File: src/rtl/ipc_mailbox.sv
module ipc_mailbox #(
  parameter int              BUF_BYTES = 16,
  parameter int              ADDR_W    = 8,
  parameter logic [7:0]      HOST_ID   = 8'h42,
  parameter logic [ADDR_W-1:0] CMD_OFS  = 'h00,
  parameter logic [ADDR_W-1:0] STAT_OFS = 'h04,
  parameter logic [ADDR_W-1:0] OBUF_OFS = 'h80,
  parameter logic [ADDR_W-1:0] IBUF_OFS = 'h90,
  localparam int             NWORDS    = BUF_BYTES / 4,
  localparam int             IDX_W     = (NWORDS > 1) ? $clog2(NWORDS) : 1
) (
  input  logic              clk,
  input  logic              rst_n,
  input  logic              h_wr,
  input  logic [ADDR_W-1:0] h_addr,
  input  logic [31:0]       h_wdata,
  input  logic [3:0]        h_wstrb,
  input  logic              h_byte,
  output logic [31:0]       h_rdata,
  output logic              h_irq,
  output logic              c_doorbell,
  output logic [31:0]       c_cmd,
  input  logic [IDX_W-1:0]  c_obuf_idx,
  output logic [31:0]       c_obuf_data,
  input  logic              c_ibuf_we,
  input  logic [IDX_W-1:0]  c_ibuf_idx,
  input  logic [31:0]       c_ibuf_data,
  input  logic              c_done,
  input  logic              c_err,
  input  logic [7:0]        c_err_code
);
  localparam int IOC_BIT = 8;
  localparam int ACK_BIT = 2;
  localparam logic [ADDR_W:0] OBUF_END = {1'b0, OBUF_OFS} + (ADDR_W+1)'(BUF_BYTES);
  localparam logic [ADDR_W:0] IBUF_END = {1'b0, IBUF_OFS} + (ADDR_W+1)'(BUF_BYTES);

  logic [31:0] obuf [NWORDS];
  logic [31:0] ibuf [NWORDS];
  logic [31:0] cmd_q;
  logic [7:0]  err_code;
  logic        busy, err, irq_flag, db_q, irq_q;

  logic hit_cmd, hit_stat, in_obuf, in_ibuf, accept, finish, ack;
  logic [IDX_W-1:0] o_idx, i_idx;
  logic [1:0] lane;
  logic [31:0] status, iword;

  assign hit_cmd  = h_addr == CMD_OFS;
  assign hit_stat = h_addr == STAT_OFS;
  assign in_obuf  = ({1'b0, h_addr} >= {1'b0, OBUF_OFS}) && ({1'b0, h_addr} < OBUF_END);
  assign in_ibuf  = ({1'b0, h_addr} >= {1'b0, IBUF_OFS}) && ({1'b0, h_addr} < IBUF_END);
  assign o_idx    = IDX_W'((h_addr - OBUF_OFS) >> 2);
  assign i_idx    = IDX_W'((h_addr - IBUF_OFS) >> 2);
  assign lane     = 2'(h_addr - IBUF_OFS);

  assign accept = h_wr && hit_cmd && !busy;
  assign finish = busy && c_done;
  assign ack    = h_wr && hit_stat && h_wdata[ACK_BIT];

  assign status = {8'h00, err_code, HOST_ID, cmd_q[15:12], 1'b0, irq_flag, err, busy};
  assign iword  = ibuf[i_idx];

  always_comb begin
    h_rdata = '0;
    if (hit_stat)
      h_rdata = status;
    else if (in_ibuf)
      h_rdata = h_byte ? {24'h0, iword[8*lane +: 8]} : iword;
  end

  assign c_obuf_data = obuf[c_obuf_idx];
  assign c_cmd       = cmd_q;
  assign c_doorbell  = db_q;
  assign h_irq       = irq_q;

  always_ff @(posedge clk) begin
    if (!rst_n) begin
      busy     <= 1'b0;
      err      <= 1'b0;
      err_code <= '0;
      irq_flag <= 1'b0;
      cmd_q    <= '0;
      db_q     <= 1'b0;
      irq_q    <= 1'b0;
    end else begin
      db_q  <= accept;
      irq_q <= 1'b0;
      if (ack) irq_flag <= 1'b0;
      if (accept) begin
        cmd_q    <= h_wdata;
        busy     <= 1'b1;
        err      <= 1'b0;
        err_code <= '0;
      end else if (finish) begin
        busy     <= 1'b0;
        err      <= c_err;
        err_code <= c_err_code;
        if (cmd_q[IOC_BIT]) begin
          irq_q    <= 1'b1;
          irq_flag <= 1'b1;
        end
      end
    end
  end

  always_ff @(posedge clk) begin
    if (!rst_n) begin
      for (int w = 0; w < NWORDS; w++) begin
        obuf[w] <= '0;
        ibuf[w] <= '0;
      end
    end else begin
      if (h_wr && in_obuf)
        for (int b = 0; b < 4; b++)
          if (h_wstrb[b]) obuf[o_idx][8*b +: 8] <= h_wdata[8*b +: 8];
      if (c_ibuf_we) ibuf[c_ibuf_idx] <= c_ibuf_data;
    end
  end

  assert_doorbell_R2: assert property (@(posedge clk) disable iff (!rst_n)
    accept |=> busy && c_doorbell && c_cmd == $past(h_wdata));
  assert_doorbell_pulse_R2: assert property (@(posedge clk) disable iff (!rst_n)
    c_doorbell |=> !c_doorbell);
  assert_ignore_busy_R3: assert property (@(posedge clk) disable iff (!rst_n)
    h_wr && hit_cmd && busy |=> !c_doorbell && $stable(c_cmd));
  assert_hold_busy_R5: assert property (@(posedge clk) disable iff (!rst_n)
    busy && !c_done |=> busy);
  assert_done_R5: assert property (@(posedge clk) disable iff (!rst_n)
    busy && c_done |=> !busy && err == $past(c_err) && err_code == $past(c_err_code));
  assert_irq_pulse_R6: assert property (@(posedge clk) disable iff (!rst_n)
    h_irq |=> !h_irq);
  assert_no_irq_R6: assert property (@(posedge clk) disable iff (!rst_n)
    !(busy && c_done && c_cmd[IOC_BIT]) |=> !h_irq);
  assert_ack_R7: assert property (@(posedge clk) disable iff (!rst_n)
    ack && !(busy && c_done) |=> !irq_flag);
endmodule

File: config.mk
export PLATFORM = sky130hd
export DESIGN_NAME = ipc_mailbox
export DESIGN_NICKNAME = d
export VERILOG_FILES = /design/src/rtl/ipc_mailbox.sv
export SDC_FILE = /design/constraint.sdc
export NUM_CORES = 1
export LEC_CHECK = 0
export ABC_AREA = 1
export BUFFER_PORTS_ARGS = -buffer_cell sky130_fd_sc_hd__buf_4
export CAP_MARGIN = 20
export CORE_MARGIN = 2
export CORE_UTILIZATION = 45
export DETAILED_ROUTE_END_ITERATION = 10
export PLACE_DENSITY = 0.62
export SYNTH_ARGS = -nofsm -noshare
export SYNTH_HDL_FRONTEND = slang
export SYNTH_SLANG_ARGS = --single-unit
File: constraint.sdc
create_clock -name clk -period 3.6 [get_ports clk]
set_clock_uncertainty 0.1 [all_clocks]
set_input_delay 0.36 -clock clk [delete_from_list [all_inputs] [get_ports clk]]
set_output_delay 0.36 -clock clk [all_outputs]
set_load 0.005 [all_outputs]
* Word level (Yosys, flattened, before mapping)
Memory sizes are Yosys's and may differ from the RTL's.
Index checks and enable logic that the tools add are counted.
** Storage, ports and cells
- Flip-flop bits (word level) :: 45
- Output and inout bits :: 98
- Bits in writable memories :: 256
- Input bits :: 95
- Logic and storage cells :: 70
- Memories :: 2
** Operators by class
- Shift-type cells :: 1
- Muxes and demuxes :: 36
- Reductions and logical operators :: 15
- Equality and inequality tests :: 1
- Bitwise gates (word level) :: 2
- Add/subtract/negate cells :: 2
- $lt $le $gt $ge :: 4
** Memory list
- ibuf :: depth 4, bits a word 32, rd ports 1, clocked after Yosys merged registers in 0, wr ports 4, RTL line 38 : logic [31:0] ibuf [NWORDS];
- obuf :: depth 4, bits a word 32, rd ports 1, clocked after Yosys merged registers in 0, wr ports 4, RTL line 37 : logic [31:0] obuf [NWORDS];
** Operators by type and width (count)
- 32-bit 2-to-1 mux :: 5
- 32-bit OR reduction :: 2
- 32-bit by 6-bit variable part select with 8-bit output :: 1
- 1-bit 2-to-1 mux :: 28
- 8-bit >= comparator (second input constant) :: 2
- 8-bit < comparator (second input constant) :: 2
- 8-bit by 3-bit equality test with 1-bit output (second input constant) :: 1
- 1-bit logical AND :: 8
- 8-bit zero test :: 1
- 4-bit by 1-bit subtractor with 4-bit output (second input constant) :: 2
- 2-bit 2-to-1 mux :: 2
- 4-bit 2-to-1 mux :: 1
- 3-bit OR reduction :: 1
- 1-bit NOT :: 2
- 2-bit nonzero test :: 1
- 2-bit OR reduction :: 1
- 1-bit zero test :: 1

* Depth between registers and ports, before layout
Gate-level depths: netlist of run 1.
- Depth in word-level cells :: 8
- Mapped depth :: 13
- Gate-level depth less buffers :: 11

* Worst setup path after synthesis of run 1
OpenSTA, ideal clock, no wires.
- Kind :: in2reg
- Start :: in rst_n
- End :: mem ibuf[1][0] (enable)
- Library setup time :: 0.389 ns
- Path buffers :: 2
- Data arrival time :: 1.804 ns
- Slack :: 1.307 ns
- Stages on the path :: 4
- Required time :: 3.111 ns
- Path through :: clkbuf_1 -> nand4_1 -> clkbuf_1 -> nand2_1
** RTL lines
- start, declared :: RTL line 13 : input logic rst_n,
- end, declared :: RTL line 38

* Worst setup path after layout of run 1
- Start :: in h_addr[3]
- End :: out h_rdata[3]
** On the way
- Cells in the longest elaborated chain, start to end :: 6
- Elaborated cells between the ends (all ways) :: 10
- Those cells by class :: add/sub: 1; order compare: 2; eq/ne: 1; shift: 1; mux: 3; reduce/logical: 1; memory: 1
** RTL lines
- start, declared :: RTL line 15 : input logic [ADDR_W-1:0] h_addr,
- 4-bit by 1-bit subtractor with 4-bit output
- memory read 4 x 32 bit
- 32-bit by 6-bit variable part select with 8-bit output :: RTL line 68 : h_rdata = h_byte ? {24'h0, iword[8*lane +: 8]} : iword;
- 32-bit 2-to-1 mux :: RTL line 68
- 32-bit 2-to-1 mux :: RTL line 67 : else if (in_ibuf)
- 32-bit 2-to-1 mux * :: RTL line 65 : if (hit_stat)
- end, declared :: RTL line 19 : output logic [31:0] h_rdata,
Mark *: on every way between the ends. The rest lies on a longest branch, timed or not.

==> results.yml, run 1 <==
status:
  status: "finished, final reports clean"
worst_setup_path:
  cp.arrival_ns: 2.42
  path_buf_inv: 4
  crit_fanout: 20
  crit_path_start_kind: "input pin"
  critPathCaptureType: "primary output"
  cp_slowest_cell: "inv_2"
  max_stage_delay_ns: 0.45
  critical_path.cell_chain: "buf_4, inv_2, nand2_1, inv_2, nand2_1, nand4_1, nand3_1, a21oi_1, buf_4"
  crit_type: "in2out"
  path_delay_family: "buffers and inverters"
  r2r_cells: 4
  cp.required_ns: 3.14
  path_depth: 9
sta:
  fmax_mhz: 347
  finalSetupViolCount: 0
  rsz0062_at_grt: "no"
  slew_viol_final: 0
  finalSetupTns_ns: 0
  report.final.hold_viol_count: 0
  worst_pin_slew_ns: 1.09
  fin_crit_sh: 0.800
  fin_crit_ns: 2.88
  max-slew-margin-rel: 0.271
grt:
  grt_max_degree: 65
  antenna_found_initial: 2
  grt_pass1_wl_um: 55900
  grt-ovfl-total: 0
  grt_pass1_vias: 9863
  grt_usage: 0.234
job:
  drv_cap: 0
cts:
  cts_buffers: 34
  clock_latency_ns: 0.50
  ctsLongestPathBuffers: 3
  root_buffer: "clkbuf_16"
  clkTransAtPathRegs_ns: 0.06
  cts_tree: "built"
  clkSinkCount: 301
  cts_resized: 0
  htree_num_levels: 2
yosys:
  syn_inst: 1386
  synth_seq_area_share: 0.635
  synth.distinct_cells: 33
  synth_nets: 1481
  async_reset_ff_frac: 0
  syn_area_per_cell_sq_um: 9.75
  synth-seq-cells: 301
  synth_edf_count: 256
  synthFlopType: "edfxtp_1"
  yosysWarnings: 0
  syn_area_sq_um: 13500
cells_and_area:
  final_cells: 1984
  drive_above_1_share: 0.211
  final_cell_mix: "nor2_1, edfxtp_1, nand2_1, buf_4, inv_1"
  nNetsFinal: 1662
  final_common_cell: "nor2_1"
  fin_area_sq_um: 16500
  area_growth_pct: 21.8
pwr:
  ir_worst_vdd_v: 0.000283
  power.leakage_nw: 6.97
  powerDensity_nw_per_um2: 501
route:
  drtPass1Iterations: 5
  antenna_left: 0
  wl_per_cell_um: 18.7
  viasPerCell: 5.28
  wl_um: 37000
  drt-initial-drc-count: 799
  via_count: 10500
  drc_errors: 0
worst_hold_path:
  hold_path_depth: 3
  hold_path_class: "in2reg"
placed_design:
  io_buffer_count: 192
  hpwlAfterDp_um: 24000
  place_inst: 1919
  gp_congestion: 0.862
  dpl_cell_area_sq_um: 15300
floorplan:
  die_y_um: 177
  die_area_sq_um: 31400
  core_sq_um: 29600
  rows: 63
  die_w_um: 177
  io_pins: 193
  start_util: 0.456
-- final cells by class --
| class | instances | area (sq um) |
|---|---|---|
| Fill cell | 2612 | 13200 |
| Sequential cell | 301 | 8590 |
| Multi-Input combinational cell | 893 | 4150 |
| Timing Repair Buffer | 218 | 1640 |
| Clock buffer | 42 | 943 |
| Tap cell | 390 | 488 |
| Inverter | 119 | 447 |
| Clock inverter | 19 | 204 |
| Antenna cell | 2 | 5.00 |
-- final timing paths --
| path | from | to | slack, ns |
|---|---|---|---|
| worst max-delay path | h_addr[3] | h_rdata[3] | 0.72 |
| worst max register to register | busy | c_cmd[3] | 1.72 |
| worst min register to register | err_code[5] | err_code[5] | 0.37 |
| worst min-delay path | c_err_code[7] | err_code[7] | 0.02 |
-- cell usage after synthesis, types with 29 or more instances --
| cell type | number | area (sq um) |
|---|---|---|
| o21ai_0 | 40 | 200 |
| nand3_1 | 68 | 340 |
| nand2_1 | 232 | 871 |
| clkbuf_1 | 50 | 188 |
| inv_1 | 103 | 387 |
| edfxtp_1 | 256 | 7690 |
| nor2_1 | 355 | 1330 |
| dfxtp_1 | 45 | 901 |
| o21ai_1 | 42 | 210 |
| a21oi_1 | 47 | 235 |
| o22ai_1 | 32 | 200 |
| o21ai_2 | 29 | 254 |
-- flip-flops by register name, indices dropped and copies added, names as in the netlist --
register	count
busy	1
c_cmd	32
c_doorbell	1
err	1
err_code	8
h_irq	1
ibuf	128
irq_flag	1
obuf	128
-- per-layer routing --
layer,track usage,part of all wire,up-vias
met5,0,0,-
met4,0.0704,0.025,0
met3,0.0416,0.078,53
met2,0.372,0.47,418
met1,0.328,0.43,5024
li1,-,-,4990
-- where the power goes --
group	leakage, nW	internal (mW)	switching (mW)
clock network	0.570	2.16	1.38
registers	2.82	3.97	0.0471
logic	3.58	0.238	0.459
total	6.97	6.36	1.88
-- cell families after synthesis --
family | synth area share
simple gates | 0.212
flops | 0.635
compound gates | 0.0941
buf+inv | 0.0584
-- per-stage QoR --
step	total power [mW]	hold slack [ns]	setup slack (ns)	utilization
5_1_grt	8.49	0.0158	0.629	0.555
3_5_place_dp	4.78	0.358	0.790	0.516
2_1_floorplan	4.46	0.339	1.31	-
3_3_place_gp	4.77	0.353	0.798	0.516
6_report	8.25	0.0154	0.720	0.556
4_1_cts	8.29	0.00105	0.763	0.555
-- what timing repair did --
item,in CTS,in global routing
buffers inserted,0,0
hold buffers,2,0
hold endpoints to repair,2,0
-- worst reg2reg max path, stage by stage, from the launching register on --
cell	delay [ns]
dfxtp_1	0.43
nand3b_4	0.17
or2_2	0.57
buf_4	0.42
o21ai_2	0.08
Note: power is estimated with default switching activity, not from simulation.
==> run 2: changes to the inputs <==
ABC_AREA = 0   (was 1)
PLACE_DENSITY = 0.65   (was 0.62)
clock period = 2.42 ns   (was 3.6 ns; I/O delays follow)
==> run 2 against run 1 <==
  * Non-clock buffer count is 106 higher
  * Setup slack worse by 0.56 ns
  * Critical path depth decreased by 4
  * Via count decreased by 14%
  * Critical path type is now reg2out
  * Largest cell class unchanged
==> results.yml, run 2 <==
yosys:
  synth-seq-cells: 301
  synth_edf_count: 256
  syn_area_sq_um: 13800
  yosys.area.top_type_share: 0.555
  synth.distinct_cells: 53
  yosysWarnings: 0
  yosysMostFrequentCell: "edfxtp_1"
  syn_area_per_cell_sq_um: 15.0
  synthTopCellsByCount: "edfxtp_1, and2_1, mux4_2, dfxtp_1, a22o_1"
  async_reset_ff_frac: 0
  synth_top_cells_by_area: "edfxtp_1, mux4_2, and2_1"
  synth.largest_area_cell: "edfxtp_1"
  synth_seq_area_share: 0.620
  syn_inst: 922
  synth_nets: 1017
  synthFlopType: "edfxtp_1"
pwr:
  power.leakage_nw: 6.83
  powerDensity_nw_per_um2: 678
  power.total_mw: 12.1
  ir_worst_vdd_v: 0.000529
grt:
  grt-ovfl-total: 0
  grt_pass1_wl_um: 54200
  grt_usage: 0.217
  grt_max_degree: 37
  grt_pass1_vias: 9363
  antenna_found_initial: 0
cells_and_area:
  fill_cells: 2383
  fin_util: 0.588
  diodes: 0
  drive_above_1_share: 0.323
  final_common_cell: "edfxtp_1"
  seqCellArea_sq_um: 8590
  final_cell_mix: "edfxtp_1, buf_4, and2_1, dlygate4sd3_1, mux4_2"
  multiInputGateArea_sq_um: 4970
  area_growth_pct: 29.3
  nNetsFinal: 1318
  final_cells: 1645
worst_setup_path:
  crit_path_start_kind: "flip-flop"
  crit_type: "reg2out"
  crit_fanout: 2
  critical_path.cell_chain: "mux4_2, o22ai_1, o32ai_1, buf_4, buf_4"
  critPathCaptureType: "primary output"
  path_common_cell: "buf_4"
  cp.arrival_ns: 1.92
  cp_slowest_cell: "mux4_2"
  r2r_slack_ns: 0.63
  path_depth: 5
  max_stage_delay_ns: 0.50
  r2r_cells: 4
  path_delay_family: "multiplexers"
  cp.required_ns: 2.08
  path_buf_inv: 2
cts:
  root_buffer: "clkbuf_16"
  ctsLongestPathBuffers: 3
  clkSinkCount: 301
  post-cts-setup-buffers: 0
  clock_latency_ns: 0.50
  htree_num_levels: 2
  clkTransAtPathRegs_ns: 0.06
  cts_tree: "built"
  cts_resized: 0
  cts_buffers: 34
  hold_buffers: 74
job:
  drv_cap: 0
worst_hold_path:
  hold_path_depth: 3
  hold_path_class: "in2reg"
route:
  drtPass1Iterations: 5
  via_count: 9028
  drc_errors: 0
  viasPerCell: 5.49
  wl_per_cell_um: 21.3
  wl_um: 35100
  antenna_left: 0
  drt-initial-drc-count: 668
sta:
  worst_pin_slew_ns: 0.973
  fin_ws_ns: 0.162
  rsz0062_at_grt: "no"
  fin_crit_sh: 0.933
  max-slew-margin-rel: 0.351
  slew_viol_final: 0
  finalSetupTns_ns: 0
  report.final.hold_viol_count: 0
  finalSetupViolCount: 0
  fin_crit_ns: 2.26
  fmax_mhz: 443
placed_design:
  io_buffer_count: 192
  dp_slack_ns: 0.116
  gp_congestion: 0.821
  place_inst: 1509
  hpwlAfterDp_um: 23400
floorplan:
  rows: 64
  io_pins: 193
  die_w_um: 179
  die_area_sq_um: 32200
  die_y_um: 179
  start_util: 0.455
  core_sq_um: 30400
status:
  status: "finished, final reports clean"
## run 2: cell count changes in the layout (fill, tap and decap cells not counted), moves of 34 or more
cell / previous run / this run
a21oi_1: 47 / 11
a22o_1: 0 / 40
and2_1: 0 / 236
and3_1: 0 / 34
dlygate4sd3_1: 2 / 74
inv_1: 103 / 10
mux4_2: 0 / 73
nand2_1: 232 / 26
nand3_1: 68 / 3
nor2_1: 355 / 18
o21ai_0: 40 / 1
o21ai_1: 42 / 2
## run 2: where the power goes
part,internal [mW],switching (mW)
Clock,2.93,2.02
Sequential,5.91,0.0918
Combinational,0.608,0.577
Total,9.45,2.68
## run 2: area by class of cell
| class | count | area share |
|---|---|---|
| Multi-Input combinational cell | 548 | 0.278 |
| Clock inverter | 16 | 0.00657 |
| Inverter | 14 | 0.00294 |
| Tap cell | 396 | 0.0277 |
| Sequential cell | 301 | 0.480 |
| Clock buffer | 46 | 0.0542 |
| Timing Repair Buffer | 324 | 0.151 |
## run 2: logic make-up after synthesis
group / Yosys count / synth area share
DFF: 301 / 0.620
AOI/OAI and AO/OA: 88 / 0.0497
and+or+nand+nor: 371 / 0.175
buffers and inverters: 73 / 0.0237
muxes: 89 / 0.132
## run 2: worst paths after layout
path,start,endpoint
setup / recovery,ibuf[3][29],h_rdata[5]
hold / removal,rst_n,busy
setup reg to reg,busy,c_cmd[21]
hold reg to reg,err_code[1],err_code[1]
## run 2: per-layer routing
metal	GRT usage	share of wire
met1	0.284	0.41
met2	0.377	0.51
met3	0.0371	0.064
met4	0.0540	0.020
met5	0	0
## run 2: per-stage QoR
stage	cell area (sq um)	hold slack, ns
global placement	16100	0.344
CTS	17900	0.0127
finish	17900	0.0478
global route	17900	0.0476
detailed placement	16100	0.352
floorplan	13800	0.243
## run 2: tightest hold or removal path, delay by kind of cell
family	cells	cell delay (ns)
buffers and inverters	1	0.19
AO/OA/AOI/OAI	1	0.06
AND/OR/NAND/NOR	1	0.11
==> run 3: changes to the inputs <==
MAX_ROUTING_LAYER = met4   (was not set)
==> run 3 against run 2 <==
  * Sequential power about the same
  * Via count down 0.63%
  * Count of clock-buffer cells in the layout unchanged
  * First-iteration DRC count up 1.3%
  * Combinational power about the same
  * Critical path depth is the same
  * Maximum frequency is 0.36% lower
  * Setup slack worse by 0.0081 ns
  * Flip-flop and latch count unchanged
  * Power barely moved
  * Die area did not move
  * Critical path type unchanged
  * Critical endpoint unchanged
  * Largest cell class unchanged
  * Highest routed layer unchanged
==> results.yml, run 3 (synthesis results as in run 2) <==
worst_setup_path:
  cp.required_ns: 2.08
  crit_type: "reg2out"
  path_delay_family: "multiplexers"
  critical_path.cell_chain: "mux4_2, o22ai_1, o32ai_1, buf_4, buf_4"
  cp_slowest_cell: "mux4_2"
  critPathCaptureType: "primary output"
  path_common_cell: "buf_4"
  cp.arrival_ns: 1.92
  path_buf_inv: 2
  crit_fanout: 2
  crit_path_start_kind: "flip-flop"
  r2r_cells: 4
  path_depth: 5
  max_stage_delay_ns: 0.50
grt:
  grt-ovfl-total: 0
  antenna_found_initial: 0
  grt_pass1_vias: 9354
  grt_usage: 0.223
  grt_max_degree: 37
  grt_pass1_wl_um: 54200
cells_and_area:
  drive_above_1_share: 0.323
  nNetsFinal: 1318
  diodes: 0
  final_common_cell: "edfxtp_1"
  fill_cells: 2383
  area_growth_pct: 29.3
  final_cell_mix: "edfxtp_1, buf_4, and2_1, dlygate4sd3_1, mux4_2"
worst_hold_path:
  hold_path_class: "in2reg"
  hold_path_depth: 3
cts:
  ctsLongestPathBuffers: 3
  root_buffer: "clkbuf_16"
  htree_num_levels: 2
  clock_latency_ns: 0.50
  clkTransAtPathRegs_ns: 0.06
  clkSinkCount: 301
  cts_tree: "built"
  cts_buffers: 34
job:
  drv_cap: 0
status:
  status: "finished, final reports clean"
pwr:
  ir_worst_vdd_v: 0.000529
  powerDensity_nw_per_um2: 678
  power.leakage_nw: 6.83
route:
  drtPass1Iterations: 5
  drt-initial-drc-count: 677
  antenna_left: 0
  drc_errors: 0
  via_count: 8971
  wl_um: 35000
  wl_per_cell_um: 21.3
  viasPerCell: 5.45
sta:
  rsz0062_at_grt: "no"
  fin_crit_ns: 2.27
  max-slew-margin-rel: 0.359
  finalSetupViolCount: 0
  worst_hold_slack_ns: 0.0367
  slew_viol_final: 0
  finalSetupTns_ns: 0
  fin_crit_sh: 0.937
  report.final.hold_viol_count: 0
  worst_pin_slew_ns: 0.962
  fmax_mhz: 441
placed_design:
  gp_congestion: 0.834
  hpwlAfterDp_um: 23400
  io_buffer_count: 192
floorplan:
  rows: 64
  start_util: 0.455
  die_y_um: 179
  die_w_um: 179
  core_sq_um: 30400
  die_area_sq_um: 32200
  io_pins: 193
[run 3: cell counts in the layout (fill, tap and decap cells not counted)]
No cell type changed its count.
[run 3: what timing repair did]
item / 4_1_cts / 5_1_grt
buffers inserted: 0 / 0
hold endpoints to repair: 298 / 0
hold buffers: 74 / 0
gates resized for setup: 0 / 0
[run 3: per-layer routing]
metal	wire length (um)	share of wire	GRT usage	vias up
li1	-	-	-	4108
met1	14800	0.42	0.286	4512
met2	17600	0.50	0.378	301
met3	1890	0.054	0.0330	50
met4	699	0.020	0.0527	0
met5	0	0	-	-
[run 3: final timing paths]
kind	start	end	slack [ns]
max	ibuf[3][29]	h_rdata[5]	0.15
min	rst_n	busy	0.04
max reg2reg	busy	c_cmd[21]	0.63
min reg2reg	err_code[1]	err_code[1]	0.36
[run 3: per-stage QoR]
step / total power, mW / area, sq um / setup slack (ns) / utilization / cells
2_1_floorplan: 6.64 / 13800 / 0.170 / - / 922
3_3_place_gp: 7.19 / 16100 / 0.115 / 0.528 / 1509
3_5_place_dp: 7.20 / 16100 / 0.116 / 0.528 / 1509
4_1_cts: 12.2 / 17900 / 0.134 / 0.588 / 1645
5_1_grt: 12.6 / 17900 / 0.0966 / 0.588 / 1645
6_report: 12.1 / 17900 / 0.154 / 0.588 / 1645
[run 3: area by class of cell]
cell class	instances	area, sq um	share of cell area
Sequential cell	301	8590	0.480
Inverter	14	52.6	0.00294
Clock inverter	16	118	0.00657
Timing Repair Buffer	324	2710	0.151
Tap cell	396	495	0.0277
Multi-Input combinational cell	548	4970	0.278
Clock buffer	46	970	0.0542
[run 3: worst reg2reg max path, stage by stage (launching register included)]
cell	delay [ns]
dfxtp_1	0.36
nor3_1	0.47
a41oi_4	0.15
buf_4	0.27
a22o_1	0.33
[run 3: where the power goes]
part	switching [mW]	total, mW	internal, mW
Combinational	0.578	1.19	0.608
Sequential	0.0920	6.00	5.91
Clock	2.02	4.95	2.93
Total	2.69	12.1	9.45
